### src/rtl/exc_pkg.sv
package exc_pkg;
  localparam int unsigned XLEN = 32;

  typedef enum logic [4:0] {
    CLS_INT       = 5'd0,
    CLS_TLB_MOD   = 5'd1,
    CLS_TLB_LOAD  = 5'd2,
    CLS_TLB_STORE = 5'd3,
    CLS_ADR_LOAD  = 5'd4,
    CLS_ADR_STORE = 5'd5,
    CLS_IBUS      = 5'd6,
    CLS_DBUS      = 5'd7,
    CLS_SYSCALL   = 5'd8,
    CLS_BREAK     = 5'd9,
    CLS_RESV      = 5'd10,
    CLS_COP_UNUSE = 5'd11,
    CLS_OVERFLOW  = 5'd12,
    CLS_TRAP      = 5'd13,
    CLS_FPE       = 5'd14,
    CLS_CACHE_ERR = 5'd15,
    CLS_NMI       = 5'd16,
    CLS_SOFT_RST  = 5'd17
  } exc_class_e;

  localparam logic [XLEN-1:0] BOOT_GEN_BASE = 32'hBFC0_0200;
  localparam logic [XLEN-1:0] BOOT_ERR_PC   = 32'hBFC0_0000;
  localparam logic [XLEN-1:0] OFS_GENERAL   = 32'h0000_0180;
  localparam logic [XLEN-1:0] OFS_REFILL    = 32'h0000_0000;
  localparam logic [XLEN-1:0] OFS_IRQ       = 32'h0000_0200;
  localparam logic [XLEN-1:0] OFS_CACHE_BT  = 32'h0000_0100;
  localparam logic [XLEN-1:0] OFS_CACHE_RUN = 32'h2000_0100;

  function automatic logic [4:0] cause_of(exc_class_e c);
    case (c)
      CLS_FPE:       return 5'd15;
      CLS_CACHE_ERR: return 5'd30;
      default:       return (c <= CLS_TRAP) ? 5'(c) : 5'd0;
    endcase
  endfunction

  function automatic logic is_error_entry(exc_class_e c);
    return (c == CLS_NMI) || (c == CLS_SOFT_RST);
  endfunction
endpackage

### src/rtl/exc_prio_enc.sv
module exc_prio_enc #(
  parameter int unsigned W = 8
) (
  input  logic [W-1:0]         bits_i,
  output logic [$clog2(W)-1:0] idx_o
);
  localparam int unsigned IDX_W = $clog2(W);

  always_comb begin
    idx_o = '0;
    for (int i = 0; i < W; i++) begin
      if (bits_i[i]) idx_o = IDX_W'(i);
    end
  end
endmodule

### src/rtl/exc_vector_calc.sv
module exc_vector_calc
  import exc_pkg::*;
#(
  parameter int unsigned VEC_W = 8,
  parameter int unsigned SPC_W = 5
) (
  input  exc_class_e        cls_i,
  input  logic              refill_i,
  input  logic              exl_i,
  input  logic              bev_i,
  input  logic              vec_en_i,
  input  logic [SPC_W-1:0]  spacing_i,
  input  logic [VEC_W-1:0]  vec_num_i,
  input  logic [XLEN-1:0]   base_i,
  output logic [XLEN-1:0]   target_o
);
  localparam int unsigned SLOT_SHIFT = 5;

  logic [XLEN-1:0] gen_base;
  logic [XLEN-1:0] offset;
  logic [XLEN-1:0] slot_bytes;
  logic [XLEN-1:0] vec_ext;

  assign gen_base   = bev_i ? BOOT_GEN_BASE : (base_i & ~32'h0000_03FF);
  assign slot_bytes = XLEN'(spacing_i) << SLOT_SHIFT;
  assign vec_ext    = XLEN'(vec_num_i);

  always_comb begin
    offset = OFS_GENERAL;
    case (cls_i)
      CLS_TLB_LOAD, CLS_TLB_STORE:
        if (refill_i && !exl_i) offset = OFS_REFILL;
      CLS_INT:
        if (vec_en_i) begin
          if (bev_i || (spacing_i == '0)) offset = OFS_IRQ;
          else                             offset = OFS_IRQ + vec_ext * slot_bytes;
        end
      CLS_CACHE_ERR:
        offset = bev_i ? OFS_CACHE_BT : OFS_CACHE_RUN;
      default: ;
    endcase
  end

  assign target_o = is_error_entry(cls_i) ? BOOT_ERR_PC : (gen_base + offset);
endmodule

### src/rtl/exc_entry_unit.sv
module exc_entry_unit
  import exc_pkg::*;
#(
  parameter int unsigned IRQ_W = 8,
  parameter int unsigned SPC_W = 5,
  parameter int unsigned CP_W  = 2
) (
  input  logic              clk,
  input  logic              rst_n,
  input  logic              req_valid,
  input  logic [4:0]        req_class,
  input  logic              req_refill,
  input  logic [CP_W-1:0]   req_cp_num,
  input  logic [31:0]       req_pc,
  input  logic              req_in_delay,
  input  logic [IRQ_W-1:0]  irq_pending,
  input  logic [IRQ_W-1:0]  irq_mask,
  input  logic              vec_enable,
  input  logic [SPC_W-1:0]  vec_spacing,
  input  logic              ext_ctrl_mode,
  input  logic [31:0]       exc_base,
  input  logic              ret_valid,
  input  logic              boot_clear,
  output logic              handler_valid,
  output logic [31:0]       handler_pc,
  output logic [31:0]       epc,
  output logic [31:0]       error_epc,
  output logic [4:0]        cause_code,
  output logic              cause_bd,
  output logic [CP_W-1:0]   cause_ce,
  output logic              st_exl,
  output logic              st_erl,
  output logic              st_bev
);
  localparam int unsigned IDX_W      = $clog2(IRQ_W);
  localparam logic [31:0] SLOT_BYTES = 32'd4;

  exc_class_e       cls;
  logic [IDX_W-1:0] prio_idx;
  logic [IRQ_W-1:0] vec_num;
  logic [31:0]      target;
  logic [31:0]      resume_pc;
  logic             err_entry;
  logic             upd_en;

  logic [31:0]      hpc_q, hpc_d, epc_q, epc_d, eepc_q, eepc_d;
  logic [4:0]       code_q, code_d;
  logic [CP_W-1:0]  ce_q, ce_d;
  logic             bd_q, bd_d, exl_q, exl_d, erl_q, erl_d, bev_q, bev_d;
  logic             vld_q;

  assign cls       = exc_class_e'(req_class);
  assign err_entry = is_error_entry(cls);
  assign resume_pc = req_in_delay ? (req_pc - SLOT_BYTES) : req_pc;

  exc_prio_enc #(.W(IRQ_W)) u_prio (
    .bits_i (irq_pending & irq_mask),
    .idx_o  (prio_idx)
  );

  assign vec_num = ext_ctrl_mode ? irq_pending : IRQ_W'(prio_idx);

  exc_vector_calc #(.VEC_W(IRQ_W), .SPC_W(SPC_W)) u_vec (
    .cls_i     (cls),
    .refill_i  (req_refill),
    .exl_i     (exl_q),
    .bev_i     (bev_q),
    .vec_en_i  (vec_enable),
    .spacing_i (vec_spacing),
    .vec_num_i (vec_num),
    .base_i    (exc_base),
    .target_o  (target)
  );

  assign upd_en = req_valid | ret_valid | boot_clear;

  // next-state logic
  always_comb begin
    hpc_d  = hpc_q;
    epc_d  = epc_q;
    eepc_d = eepc_q;
    code_d = code_q;
    ce_d   = ce_q;
    bd_d   = bd_q;
    exl_d  = exl_q;
    erl_d  = erl_q;
    bev_d  = bev_q;
    if (req_valid) begin
      hpc_d = target;
      if (err_entry) begin
        eepc_d = resume_pc;
        erl_d  = 1'b1;
        bev_d  = 1'b1;
        if (!exl_q) bd_d = 1'b0;
      end else begin
        if (!exl_q) begin
          epc_d = resume_pc;
          bd_d  = req_in_delay;
          exl_d = 1'b1;
        end
        code_d = cause_of(cls);
        if (cls == CLS_COP_UNUSE) ce_d = req_cp_num;
      end
    end else if (ret_valid) begin
      if (erl_q) erl_d = 1'b0;
      else       exl_d = 1'b0;
    end
    if (boot_clear && !(req_valid && err_entry)) bev_d = 1'b0;
  end

  // registers
  always_ff @(posedge clk or negedge rst_n) begin
    if (!rst_n) begin
      vld_q  <= 1'b0;
      hpc_q  <= '0;
      epc_q  <= '0;
      eepc_q <= '0;
      code_q <= '0;
      ce_q   <= '0;
      bd_q   <= 1'b0;
      exl_q  <= 1'b0;
      erl_q  <= 1'b0;
      bev_q  <= 1'b1;
    end else begin
      vld_q <= req_valid;
      if (upd_en) begin
        hpc_q  <= hpc_d;
        epc_q  <= epc_d;
        eepc_q <= eepc_d;
        code_q <= code_d;
        ce_q   <= ce_d;
        bd_q   <= bd_d;
        exl_q  <= exl_d;
        erl_q  <= erl_d;
        bev_q  <= bev_d;
      end
    end
  end

  assign handler_valid = vld_q;
  assign handler_pc    = hpc_q;
  assign epc           = epc_q;
  assign error_epc     = eepc_q;
  assign cause_code    = code_q;
  assign cause_bd      = bd_q;
  assign cause_ce      = ce_q;
  assign st_exl        = exl_q;
  assign st_erl        = erl_q;
  assign st_bev        = bev_q;


  valid_follows_req_chk: assert property (@(posedge clk) disable iff (!rst_n)
    req_valid |=> handler_valid);

  no_spurious_valid_chk: assert property (@(posedge clk) disable iff (!rst_n)
    !req_valid |=> !handler_valid);

  epc_held_in_handler_chk: assert property (@(posedge clk) disable iff (!rst_n)
    (req_valid && st_exl && !err_entry) |=> ($stable(epc) && $stable(cause_bd)));

  level_set_on_entry_chk: assert property (@(posedge clk) disable iff (!rst_n)
    (req_valid && !err_entry) |=> st_exl);

  error_entry_vector_chk: assert property (@(posedge clk) disable iff (!rst_n)
    (req_valid && err_entry) |=> (st_erl && st_bev && handler_pc == 32'hBFC0_0000
                                  && $stable(cause_code)));
endmodule

### config.mk
export PLATFORM = sky130hd
export DESIGN_NAME = exc_entry_unit
export DESIGN_NICKNAME = d
export VERILOG_FILES = /design/src/rtl/exc_pkg.sv /design/src/rtl/exc_prio_enc.sv /design/src/rtl/exc_vector_calc.sv /design/src/rtl/exc_entry_unit.sv
export SDC_FILE = /design/constraint.sdc
export NUM_CORES = 1
export LEC_CHECK = 0
export BUFFER_PORTS_ARGS = -buffer_cell sky130_fd_sc_hd__buf_2
export CAP_MARGIN = 30
export CORE_MARGIN = 2
export CORE_UTILIZATION = 40
export CTS_CLUSTER_DIAMETER = 150
export CTS_CLUSTER_SIZE = 14
export DETAILED_ROUTE_END_ITERATION = 16
export PLACE_DENSITY = 0.7
export RECOVER_POWER = 25
export SYNTH_ARGS = -nofsm -noshare
export SYNTH_HDL_FRONTEND = slang
export SYNTH_HIERARCHICAL = 1
export SYNTH_SLANG_ARGS = --single-unit
### constraint.sdc
create_clock -name clk -period 4.2 [get_ports clk]
set_clock_uncertainty 0.05 [all_clocks]
set_input_delay 0.21 -clock clk [delete_from_list [all_inputs] [get_ports clk]]
set_output_delay 0.21 -clock clk [all_outputs]
set_load 0.005 [all_outputs]
== Yosys cells after proc, flatten, opt, wreduce, memory -nomap -nowiden ==
Cells that the tools add are included.
Word-level totals
  flip-flop bits (word level): 108
  bits of input ports: 101
  word-level logic and storage cells: 82
  output and inout port bits: 108
Cells by class
  reduce and logical (&&, ||, !) cells: 22
  $lt $le $gt $ge: 1
  $mul: 1
  $add $sub $neg: 3
  bitwise operators: 5
  muxes and demuxes: 30
  equal/unequal tests: 10
Operators by type and width (number)
  32-bit 2-to-1 mux: 5
  32-bit case mux with 3 select lines: 1
  10-bit by 32-bit adder with 32-bit output (first input constant): 1
  32-bit adder: 1
  32-bit by 3-bit subtractor with 32-bit output (second input constant): 1
  30-bit 2-to-1 mux: 1
  5-bit by 4-bit == test with 1-bit output (second input constant): 3
  3-bit AND reduction: 5
  8-bit by 5-bit multiplier with 13-bit output: 1
  1-bit 2-to-1 mux: 13
  3-bit 2-to-1 mux: 4
  4-bit AND reduction: 3
  5-bit by 2-bit == test with 1-bit output (second input constant): 2
  5-bit == test (second input constant): 2
  5-bit logical NOT: 2
  5-bit case mux with 2 select lines: 1
  9-bit 2-to-1 mux: 1
  8-bit bitwise AND: 1
  8-bit 2-to-1 mux: 1
  2-bit nonzero test: 3
  5-bit by 4-bit less-or-equal comparator with 1-bit output (second input constant): 1
  5-bit 2-to-1 mux: 1
  2-bit 2-to-1 mux: 2
  2-bit inequality test (second input constant): 2
  other kinds (8): 14

== Depth between registers and ports, before layout ==
Gate-level depths: netlist of run 1.
  word-level depth: 16
  depth in mapped cells: 29
  gate-level depth less buffers: 29

== Hierarchy ==
Netlist of run 1, hierarchy kept.
By module, submodules not included
  exc_entry_unit: times used 1, cells an instance 447, seq. area each 2703.8 µm², area each 4832.1 µm²
  exc_vector_calc: times used 1, cells an instance 358, seq. area each 0.0 µm², area each 2630.0 µm²
  exc_prio_enc: times used 1, cells an instance 10, seq. area each 0.0 µm², area each 45.0 µm²

== Worst setup path after synthesis of run 1 ==
No wires, ideal clock.
  kind: in2reg
  from: in irq_mask[2]
  to: reg hpc_q[30] (netlist: handler_pc[30])
  slack: -2009 ps
  stages: 27
  buffers on the path: 0
  arrival time: 6034 ps
  library setup time: 125 ps
  required time: 4025 ps
  cells stage by stage: and2_1 o21ai_0 nand2_1 mux2_2 and2_1 fa_1 fa_1 inv_1 fa_1 inv_1 ha_1 o21a_1 o31a_4 or4_4 o311a_4 nor3_1 xor2_1 nor2_1 ha_1 and4_1 a211oi_1 o31a_1 a211oi_1 a21oi_1 xnor2_1 nor2_1 mux2_2
On the way
  cells in the longest elaborated chain, start to end: 15
RTL lines
  start, declared: line exc_entry_unit.sv:17  | input logic [IRQ_W-1:0] irq_mask,
  8-bit bitwise AND: line exc_entry_unit.sv:57  | .bits_i (irq_pending & irq_mask),
  2-bit 2-to-1 mux (2 in a row): line exc_prio_enc.sv:12  | if (bits_i[i]) idx_o = IDX_W'(i);
  3-bit 2-to-1 mux (4 in a row): line exc_prio_enc.sv:12
  named net prio_idx[1]: line exc_entry_unit.sv:39  | logic [IDX_W-1:0] prio_idx;
  8-bit 2-to-1 mux: line exc_entry_unit.sv:61  | assign vec_num = ext_ctrl_mode ? irq_pending : IRQ_W'(prio_idx);
  named net vec_num[1]: line exc_entry_unit.sv:40  | logic [IRQ_W-1:0] vec_num;
  8-bit by 5-bit multiplier with 13-bit output: line exc_vector_calc.sv:36  | else offset = OFS_IRQ + vec_ext * slot_bytes;
  10-bit by 32-bit adder with 32-bit output: line exc_vector_calc.sv:36
  32-bit 2-to-1 mux: line exc_vector_calc.sv:35  | if (bev_i || (spacing_i == '0)) offset = OFS_IRQ;
  32-bit 2-to-1 mux: line exc_vector_calc.sv:34  | if (vec_en_i) begin
  32-bit case mux with 3 select lines: line exc_vector_calc.sv:30  | case (cls_i)
  32-bit adder: line exc_vector_calc.sv:44  | assign target_o = is_error_entry(cls_i) ? BOOT_ERR_PC : (gen_base + offset);
  32-bit 2-to-1 mux: line exc_vector_calc.sv:44
  named net target[30]: line exc_entry_unit.sv:41  | logic [31:0] target;
  end signal, assigned: line exc_entry_unit.sv:127  | hpc_q <= hpc_d;
  end, declared: line exc_entry_unit.sv:46  | logic [31:0] hpc_q, hpc_d, epc_q, epc_d, eepc_q, eepc_d;
The timed path passes the listed nets, and every way through them passes these cells.
A chain may end at the register's enable or synchronous reset.

== Worst setup path in the final report of run 1 ==
  from: in irq_mask[1]
  to: reg hpc_q[31] (netlist: handler_pc[31])
On the way
  cells in the longest elaborated chain, start to end: 16
RTL lines (line)
  8-bit bitwise AND: exc_entry_unit.sv:57
  1-bit 2-to-1 mux: exc_prio_enc.sv:12
  2-bit 2-to-1 mux (2 in a row): exc_prio_enc.sv:12
  3-bit 2-to-1 mux (4 in a row): exc_prio_enc.sv:12
  named net prio_idx[0]: exc_entry_unit.sv:39
  8-bit 2-to-1 mux: exc_entry_unit.sv:61
  named net vec_num[0]: exc_entry_unit.sv:40
  8-bit by 5-bit multiplier with 13-bit output: exc_vector_calc.sv:36
  10-bit by 32-bit adder with 32-bit output: exc_vector_calc.sv:36
  32-bit 2-to-1 mux: exc_vector_calc.sv:35
  32-bit 2-to-1 mux: exc_vector_calc.sv:34
  32-bit case mux with 3 select lines: exc_vector_calc.sv:30
  32-bit adder: exc_vector_calc.sv:44
  32-bit 2-to-1 mux: exc_vector_calc.sv:44
  named net target[31]: exc_entry_unit.sv:41
The timed path passes the listed nets, and every way through them passes these cells.

==> impl_metrics.tcl, run 1 <==
set metrics [dict create \
    numCtsBuffers 9 \
    final_core_util 0.5657 \
    globalRoute.totalOverflow 0 \
    clock-sinks 108 \
    tns_ns -29.77 \
    path_clk_slew_ns 0.08 \
    dp_hpwl_mm 16.00 \
    grt_max_degree 43 \
    cts_tree "done" \
    fp-row-count 50 \
    cpMaxStageDelayCell "fa_1" \
    grt_pass1_vias 6974 \
    drv_slew 34 \
    path_delay_family "adder cells" \
    drc 0 \
    floorplan.die_area_mm2 0.01986 \
    vias 7112 \
    slew_headroom -0.3241 \
    worst_slack_ns -1.706 \
    leakage_nw 5.000 \
    setup_viol 22 \
    cp-start-kind "input port" \
    grt_pass1_wl_mm 35.50 \
    fin_nets 1259 \
    drv_cap 1 \
    vdd_ir_drop_max_v 0.0002365 \
    io_buffer_count 197 \
    worst_path_most_repeated_cell "fa_1" \
    postSynthAreaPerCell_um2 9.215 \
    worstSkewPairLatency_ns 0.36 \
    path_buf_inv 4 \
    finalCriticalPeriod_ns 5.906 \
    hp-class "in2reg" \
    synth_area_mm2 0.007501 \
    cpPeakStageDelay_ns 0.51 \
    wl_mm 22.32 \
    htree_levels 3 \
    fin_cells 1346 \
    cp.required_ns 4.40 \
    die_h_um 140.9 \
    io-pin-count 209 \
    die_x_um 140.9 \
    dr.pass1.iters 5 \
    pwr_density_cell_mw_per_mm2 362.5 \
    final_hold_viol_count 0 \
    clock_tree.root_cell "clkbuf_16" \
    design.core.area_mm2 0.01858 \
    dp.cells 1297 \
    vias_per_cell 5.284 \
    crit_type "in2reg" \
    drive_above_1_share 0.4108 \
    drtIter0Drc 344 \
    yosys_warnings 6 \
    routabilityCongestion 0.8944 \
    rsz0062_at_grt "true" \
    ant_nets 0 \
    grt.total_usage 0.2218 \
    outcome "finished, violations left" \
    clk_path_buf_depth 2 \
    synth_cells 814 \
    routedWlPerCell_um 16.58 \
    cp-end-kind "flip-flop" \
    synthToLayoutAreaGrowth_pct 40.13 \
    violations "max-capacitance violations, max-slew violations, negative setup slack" \
    max_freq_mhz 169.3 \
    worst_pin_slew_ns 1.986 \
    critPathMaxFanout 7 \
    antenna_found_initial 3 \
    cp_data_arrival_time_ns 6.11 \
    fin_crit_sh 1.406 \
    initial_core_util 0.4037 \
]
## layout by cell type (no fill, tap or decap), drive strengths merged, types with 29 or more instances in the layout
cell and n:
dfrtp 107, and2 48, inv 48, nor2 72, nand2 89, o21ai 51
buf 289, mux2 37, a21oi 29, ha 34
## final timing paths
kind	from	end	slack, ns	cells after the start
worst max register to register	st_bev	handler_pc[28]	0.92	13
worst min-delay path	req_pc[0]	error_epc[0]	0.03	3
min in group asynchronous	rst_n	handler_pc[7]	0.90	2
worst min register to register	epc[6]	epc[6]	0.43	2
worst max-delay path	irq_mask[1]	handler_pc[31]	-1.71	28
max in group asynchronous	rst_n	epc[21]	1.77	3
## cell type report
cell class / instances / area (µm²)
fill: 1617 / 8069
multi-input combinational: 631 / 5100
sequential: 108 / 2704
timing repair buffer: 309 / 1919
tap: 234 / 292.8
clock buffer: 9 / 225.2
inverter: 46 / 173.9
clock inverter: 7 / 91.34
antenna: 2 / 5.005
## per-stage QoR
step                      power, mW  setup WS, ns  instance area [µm²]  hold slack [ns]
after global placement        2.530        -1.930                 9397           0.1386
after global routing          4.046        -1.863                10510          0.02650
after detailed placement      2.557        -1.991                 9397           0.1474
after CTS                     3.670        -1.497                10280         0.007405
after floorplan               1.977        -1.552                 7655          -0.1356
final                         3.810        -1.706                10510          0.02501
## registers in the layout, indices dropped and copies added (netlist names)
signal         flops
epc               32
st_bev             1
handler_pc        32
handler_valid      1
cause_code         5
cause_ce           2
st_erl             1
st_exl             1
error_epc         32
cause_bd           1
## timing repair
item                                    CTS  global route
gates resized for setup                  84            37
setup buffers                            19            10
hold buffers                              3             0
cloned                                    0             0
pin swaps                                61            34
endpoints found under the setup margin   22            22
hold endpoints to repair                 34             0
## metal layers
layer,track usage,up-vias,share of wire
li1,-,3448,-
met1,0.2924,3396,0.43
met2,0.3659,233,0.47
met3,0.05740,31,0.072
met4,0.05684,4,0.019
met5,0,-,0.00085
## worst reg2reg max path, cell delays in order, from the launching register on
cell and delay [ns]:
dfstp_2 0.38, a21oi_1 0.47, nand2b_1 0.29, nor2_1 0.19, ha_1 0.29, a21o_1 0.20, a211oi_2 0.21, o31a_1 0.18
buf_6 0.13, a211oi_4 0.09, buf_4 0.16, a211oi_2 0.16, o21ai_1 0.08, mux2_4 0.27
## power by group
part / switching [mW] / internal, mW
registers: 0.0943 / 1.21
logic: 0.772 / 0.833
clock network: 0.467 / 0.432
total: 1.33 / 2.48
Power figures use the tool's default switching activity.
==> run 2, diff against run 1 <==
- PLACE_DENSITY: 0.7 -> default
==> run 2 against run 1 <==
Global-route usage down 0.065 points. Combinational power down 13%. Register-to-register slack worse by 0.03 ns. The flow still finishes with violations (max-capacitance violations, max-slew violations, negative setup slack). Non-clock buffer count up 6. Clock-buffer cell count unchanged. Critical path type unchanged. Utilization down 0.55 points. First-iteration DRC count down 12%. Maximum frequency up 2.7%.
==> impl_metrics.tcl, run 2 (synthesis results as in run 1) <==
set metrics [dict create \
    grt_pass1_wl_mm 35.34 \
    design.core.area_mm2 0.01858 \
    routabilityCongestion 0.8704 \
    worstSkewPairLatency_ns 0.36 \
    worst_pin_slew_ns 2.400 \
    clk_path_buf_depth 2 \
    hp-start "req_cp_num[1]" \
    io_buffer_count 197 \
    sequentialPowerShare 0.363 \
    fin_crit_sh 1.369 \
    power_mw 3.593 \
    r2r-end "handler_pc[25]" \
    outcome "finished, violations left" \
    grt_pass1_vias 6919 \
    cp-end-kind "flip-flop" \
    synthToLayoutAreaGrowth_pct 38.77 \
    initial_core_util 0.4037 \
    numCtsBuffers 9 \
    internal-power_mw 2.370 \
    dp_hpwl_mm 15.94 \
    final_area_mm2 0.01041 \
    crit_type "in2reg" \
    cp_data_arrival_time_ns 5.95 \
    leakage_nw 5.022 \
    power_frac_clock 0.248 \
    ff_latch_area_mm2 0.002704 \
    max_freq_mhz 173.9 \
    final_cell_mix "buf_2, dfrtp_1, buf_4" \
    floorplan.die_area_mm2 0.01986 \
    wl_mm 21.67 \
    clock-sinks 108 \
    ff2ff_path_depth 13 \
    rsz0062_at_grt "true" \
    vias 7047 \
    drtIter0Drc 304 \
    pwr_density_cell_mw_per_mm2 345.2 \
    drc 0 \
    drive_above_1_share 0.3961 \
    critPathMaxFanout 5 \
    globalRoute.totalOverflow 0 \
    cp.required_ns 4.40 \
    dp.cells 1304 \
    hp-class "in2reg" \
    grt.total_usage 0.2212 \
    final_common_cell "buf_2" \
    vias_per_cell 5.212 \
    swShare 0.3406 \
    antenna_found_initial 3 \
    grt_max_degree 45 \
    io-pin-count 209 \
    clock_tree.root_cell "clkbuf_16" \
    final_core_util 0.5602 \
    routedWlPerCell_um 16.03 \
    worst_slack_ns -1.551 \
    cp-start-kind "input port" \
    dpl_cell_area_mm2 0.009449 \
    cts_tree "done" \
    fin_nets 1265 \
    die_x_um 140.9 \
    ant_nets 0 \
    min_to "cause_ce[1]" \
    power_frac_comb 0.389 \
    r2r_slack_ns 0.89 \
    drv_slew 39 \
    multiInputGateArea_mm2 0.004920 \
    holdWs_ns 0.03335 \
    dr.pass1.iters 4 \
    post-place-ws_ns -1.904 \
    setup_viol 21 \
    fp-row-count 50 \
    drv_cap 1 \
    fin_cells 1352 \
    slew_headroom -0.6003 \
    rr_startpoint "st_bev" \
    final_hold_viol_count 0 \
    finalCriticalPeriod_ns 5.751 \
    htree_levels 3 \
    path_clk_slew_ns 0.08 \
    vdd_ir_drop_max_v 0.0001988 \
    die_h_um 140.9 \
    p_sw_mw 1.224 \
    violations "max-capacitance violations, max-slew violations, negative setup slack" \
    nFillCells 1719 \
    whs_path_depth 2 \
    tns_ns -27.43 \
]
## run 2: power groups by stage
stage	logic (mW)	registers (mW)	clock network [mW]
final	1.40	1.30	0.890
after global routing	1.56	1.33	0.958
after CTS	1.37	1.30	0.916
after detailed placement	1.23	1.32	0
after global placement	1.21	1.32	0
after floorplan	0.643	1.33	0
## run 2: per-layer routing
layer  track usage  routed length (µm)  up-vias
met1        0.2915                9810     3398
met4       0.06211                 357        2
met3       0.05910                1355       24
met2        0.3607               10140      168
li1              -                   -     3455
met5             0                  13        -
## run 2: what timing repair did
| action | 4_1_cts | 5_1_grt |
|---|---|---|
| resized for setup | 74 | 25 |
| hold endpoints to repair | 41 | 0 |
| hold buffers | 4 | 0 |
| pin swaps | 17 | 39 |
| setup endpoints to repair | 22 | 22 |
| gates cloned | 0 | 0 |
| buffers inserted | 16 | 12 |
## run 2: layout make-up
cell class / count / area share
clock buffer: 9 / 0.02164
sequential: 108 / 0.2598
timing repair buffer: 315 / 0.1933
tap: 234 / 0.02813
multi-input combinational: 631 / 0.4727
inverter: 46 / 0.01695
clock inverter: 7 / 0.007092
antenna: 2 / 0.0004808
## run 2: worst max-delay path by stage
| stage | cells after the start | from | to |
|---|---|---|---|
| after detailed placement | 29 | irq_mask[7] | handler_pc[30] |
| after CTS | 28 | irq_pending[6] | handler_pc[24] |
| after global placement | 26 | irq_mask[4] | handler_pc[28] |
| after global routing | 29 | irq_pending[5] | handler_pc[25] |
| after floorplan | 27 | irq_mask[2] | handler_pc[30] |
| final | 28 | irq_pending[2] | handler_pc[26] |
## run 2: worst max-delay path, stage by stage
cell and delay [ns]:
buf_6 0.07, and2_4 0.13, clkinv_2 0.05, a21oi_2 0.15
o31ai_2 0.08, mux2_4 0.28, nand2_2 0.08, fa_1 0.42
fa_1 0.46, fa_1 0.50, inv_2 0.05, ha_4 0.21
nor2b_4 0.13, o31a_4 0.37, or4_4 0.42, o311a_4 0.18
nor3_2 0.18, xor2_1 0.16, nor2_1 0.05, ha_1 0.30
buf_4 0.15, a211oi_2 0.20, o31a_1 0.27, a211oi_4 0.12
buf_4 0.16, a311oi_2 0.21, o21ai_1 0.08, mux2_4 0.27
==> run 3, diff against run 2 <==
- SETUP_SLACK_MARGIN: default -> 0.15
==> run 3 against run 2 <==
The run still ends with max-capacitance violations, max-slew violations, negative setup slack left. Clock power about the same. Sequential power about the same. Power down 2.6%. Clock-buffer cell count is 1 higher. Combinational power down 6%. Maximum frequency rose by 0.18%. First-iteration DRC count is 16% lower. Largest cell class unchanged.
==> impl_metrics.tcl, run 3 (synthesis results as in run 1) <==
set metrics [dict create \
    cpPeakStageDelay_ns 0.50 \
    r2r_slack_ns 1.15 \
    antenna_found_initial 0 \
    synthToLayoutAreaGrowth_pct 33.38 \
    whs_path_depth 3 \
    use_met2 0.3620 \
    design.core.area_mm2 0.01858 \
    leakage_nw 4.790 \
    final_common_cell "buf_2" \
    vias 6854 \
    cts_tree "done" \
    htree_levels 3 \
    grt_max_degree 47 \
    dp_hpwl_mm 15.94 \
    final_hold_viol_count 0 \
    io_buffer_count 197 \
    drc 0 \
    final_cell_mix "buf_2, dfrtp_1, nand2_1" \
    cp-start-kind "input port" \
    fin_crit_sh 1.367 \
    setup_viol 22 \
    crit_type "in2reg" \
    drive_above_1_share 0.3831 \
    pwr_density_cell_mw_per_mm2 349.8 \
    cpMaxStageDelayCell "fa_1" \
    ff2ff_path_depth 12 \
    worst_pin_slew_ns 2.790 \
    ant_nets 0 \
    vias_per_cell 5.185 \
    nFillCells 1758 \
    drv_slew 47 \
    rr_startpoint "st_bev" \
    cp_data_arrival_time_ns 5.93 \
    floorplan.die_area_mm2 0.01986 \
    die_x_um 140.9 \
    violations "max-capacitance violations, max-slew violations, negative setup slack" \
    clock_tree.root_cell "clkbuf_16" \
    use_met3 0.05842 \
    hp-start "req_pc[1]" \
    critPathMaxFanout 7 \
    wl_mm 20.92 \
    drtIter0Drc 254 \
    grt_pass1_wl_mm 34.43 \
    drv_cap 1 \
    worst_path_most_repeated_cell "fa_1" \
    worst_slack_ns -1.541 \
    globalRoute.totalOverflow 0 \
    routabilityCongestion 0.8735 \
    io-pin-count 209 \
    path_clk_slew_ns 0.07 \
    routedWlPerCell_um 15.82 \
    min_to "error_epc[1]" \
    hp-class "in2reg" \
    clock-sinks 108 \
    worstSkewPairLatency_ns 0.35 \
    outcome "finished, violations left" \
    dp.cells 1295 \
    r2r-end "handler_pc[25]" \
    grt_pass1_vias 6863 \
    initial_core_util 0.4037 \
    fin_nets 1235 \
    cp-end-kind "flip-flop" \
    clk_path_buf_depth 2 \
    vdd_ir_drop_max_v 0.0002136 \
    die_h_um 140.9 \
    rsz0062_at_grt "true" \
    max_freq_mhz 174.2 \
    final_core_util 0.5385 \
    numCtsBuffers 9 \
    finalCriticalPeriod_ns 5.741 \
    grt_use_met1 0.2860 \
    slew_headroom -0.8598 \
    dr.pass1.iters 5 \
    grt.total_usage 0.2159 \
    fin_cells 1322 \
    post-place-ws_ns -1.996 \
    cp.required_ns 4.39 \
    power_mw 3.500 \
    fp-row-count 50 \
    grt_busiest_layer "met2" \
]
[run 3: cell count changes in the layout (fill, tap and decap cells not counted), moves of 3 or more]
| cell | delta |
|---|---|
| clkbuf_1 | -3 |
| mux2_2 | +5 |
| inv_2 | +3 |
| mux2_4 | -5 |
| buf_2 | +11 |
| buf_4 | -8 |
| inv_6 | -3 |
| buf_6 | -27 |
[run 3: layout make-up]
class / count / area (µm²) / share of cell area
flip-flops and latches: 108 / 2704 / 0.2703
repair buffers: 285 / 1668 / 0.1667
well taps: 234 / 292.8 / 0.02926
inverters: 46 / 173.9 / 0.01738
multi-input cells: 631 / 4856 / 0.4854
clock buffers: 10 / 229.0 / 0.02289
clock inverters: 6 / 76.32 / 0.007629
diodes: 2 / 5.005 / 0.0005002
[run 3: routing by layer]
metal  share of wire  wire length (µm)
met1            0.45              9497
met2            0.48              9977
met3           0.060              1264
met4          0.0085               178
met5               0                 0
[run 3: through the flow]
stage	hold slack (ns)	TNS [ns]	instance area [µm²]
after global routing	0.01441	-32.52	10000
after detailed placement	0.2332	-36.06	9382
after global placement	0.2306	-34.45	9382
after floorplan	-0.1356	-25.56	7655
final	0.01596	-27.01	10000
after CTS	0.002610	-25.98	9915
[run 3: worst max-delay path by stage]
| stage | startpoint | to | slack, ns | cells past startpoint |
|---|---|---|---|---|
| detailed placement | irq_mask[4] | handler_pc[29] | -2.00 | 27 |
| global placement | irq_mask[4] | handler_pc[29] | -1.90 | 27 |
| global route | irq_mask[2] | handler_pc[30] | -1.80 | 29 |
| floorplan | irq_mask[2] | handler_pc[30] | -1.55 | 27 |
| CTS | irq_mask[3] | handler_pc[31] | -1.52 | 26 |
| finish | irq_mask[2] | handler_pc[31] | -1.54 | 27 |
[run 3: report_power, final]
group | total (mW) | internal, mW | switching (mW)
logic | 1.31 | 0.673 | 0.638
clock network | 0.889 | 0.470 | 0.419
registers | 1.30 | 1.21 | 0.0886
[run 3: what timing repair did]
item | CTS | global route
endpoints found under the hold margin | 44 | 0
hold buffers | 2 | 0
gates resized for setup | 37 | 20
setup endpoints to repair | 22 | 22
setup buffers | 4 | 3
pin swaps | 28 | 26
[run 3: worst max-delay path: cells and delay by family]
family	cells	cell delay, ns
compound gates	7	1.39
buf+inv	3	0.17
simple gates	8	1.30
fa+ha+maj	5	2.00
mux	3	0.70
xor+xnor	1	0.15
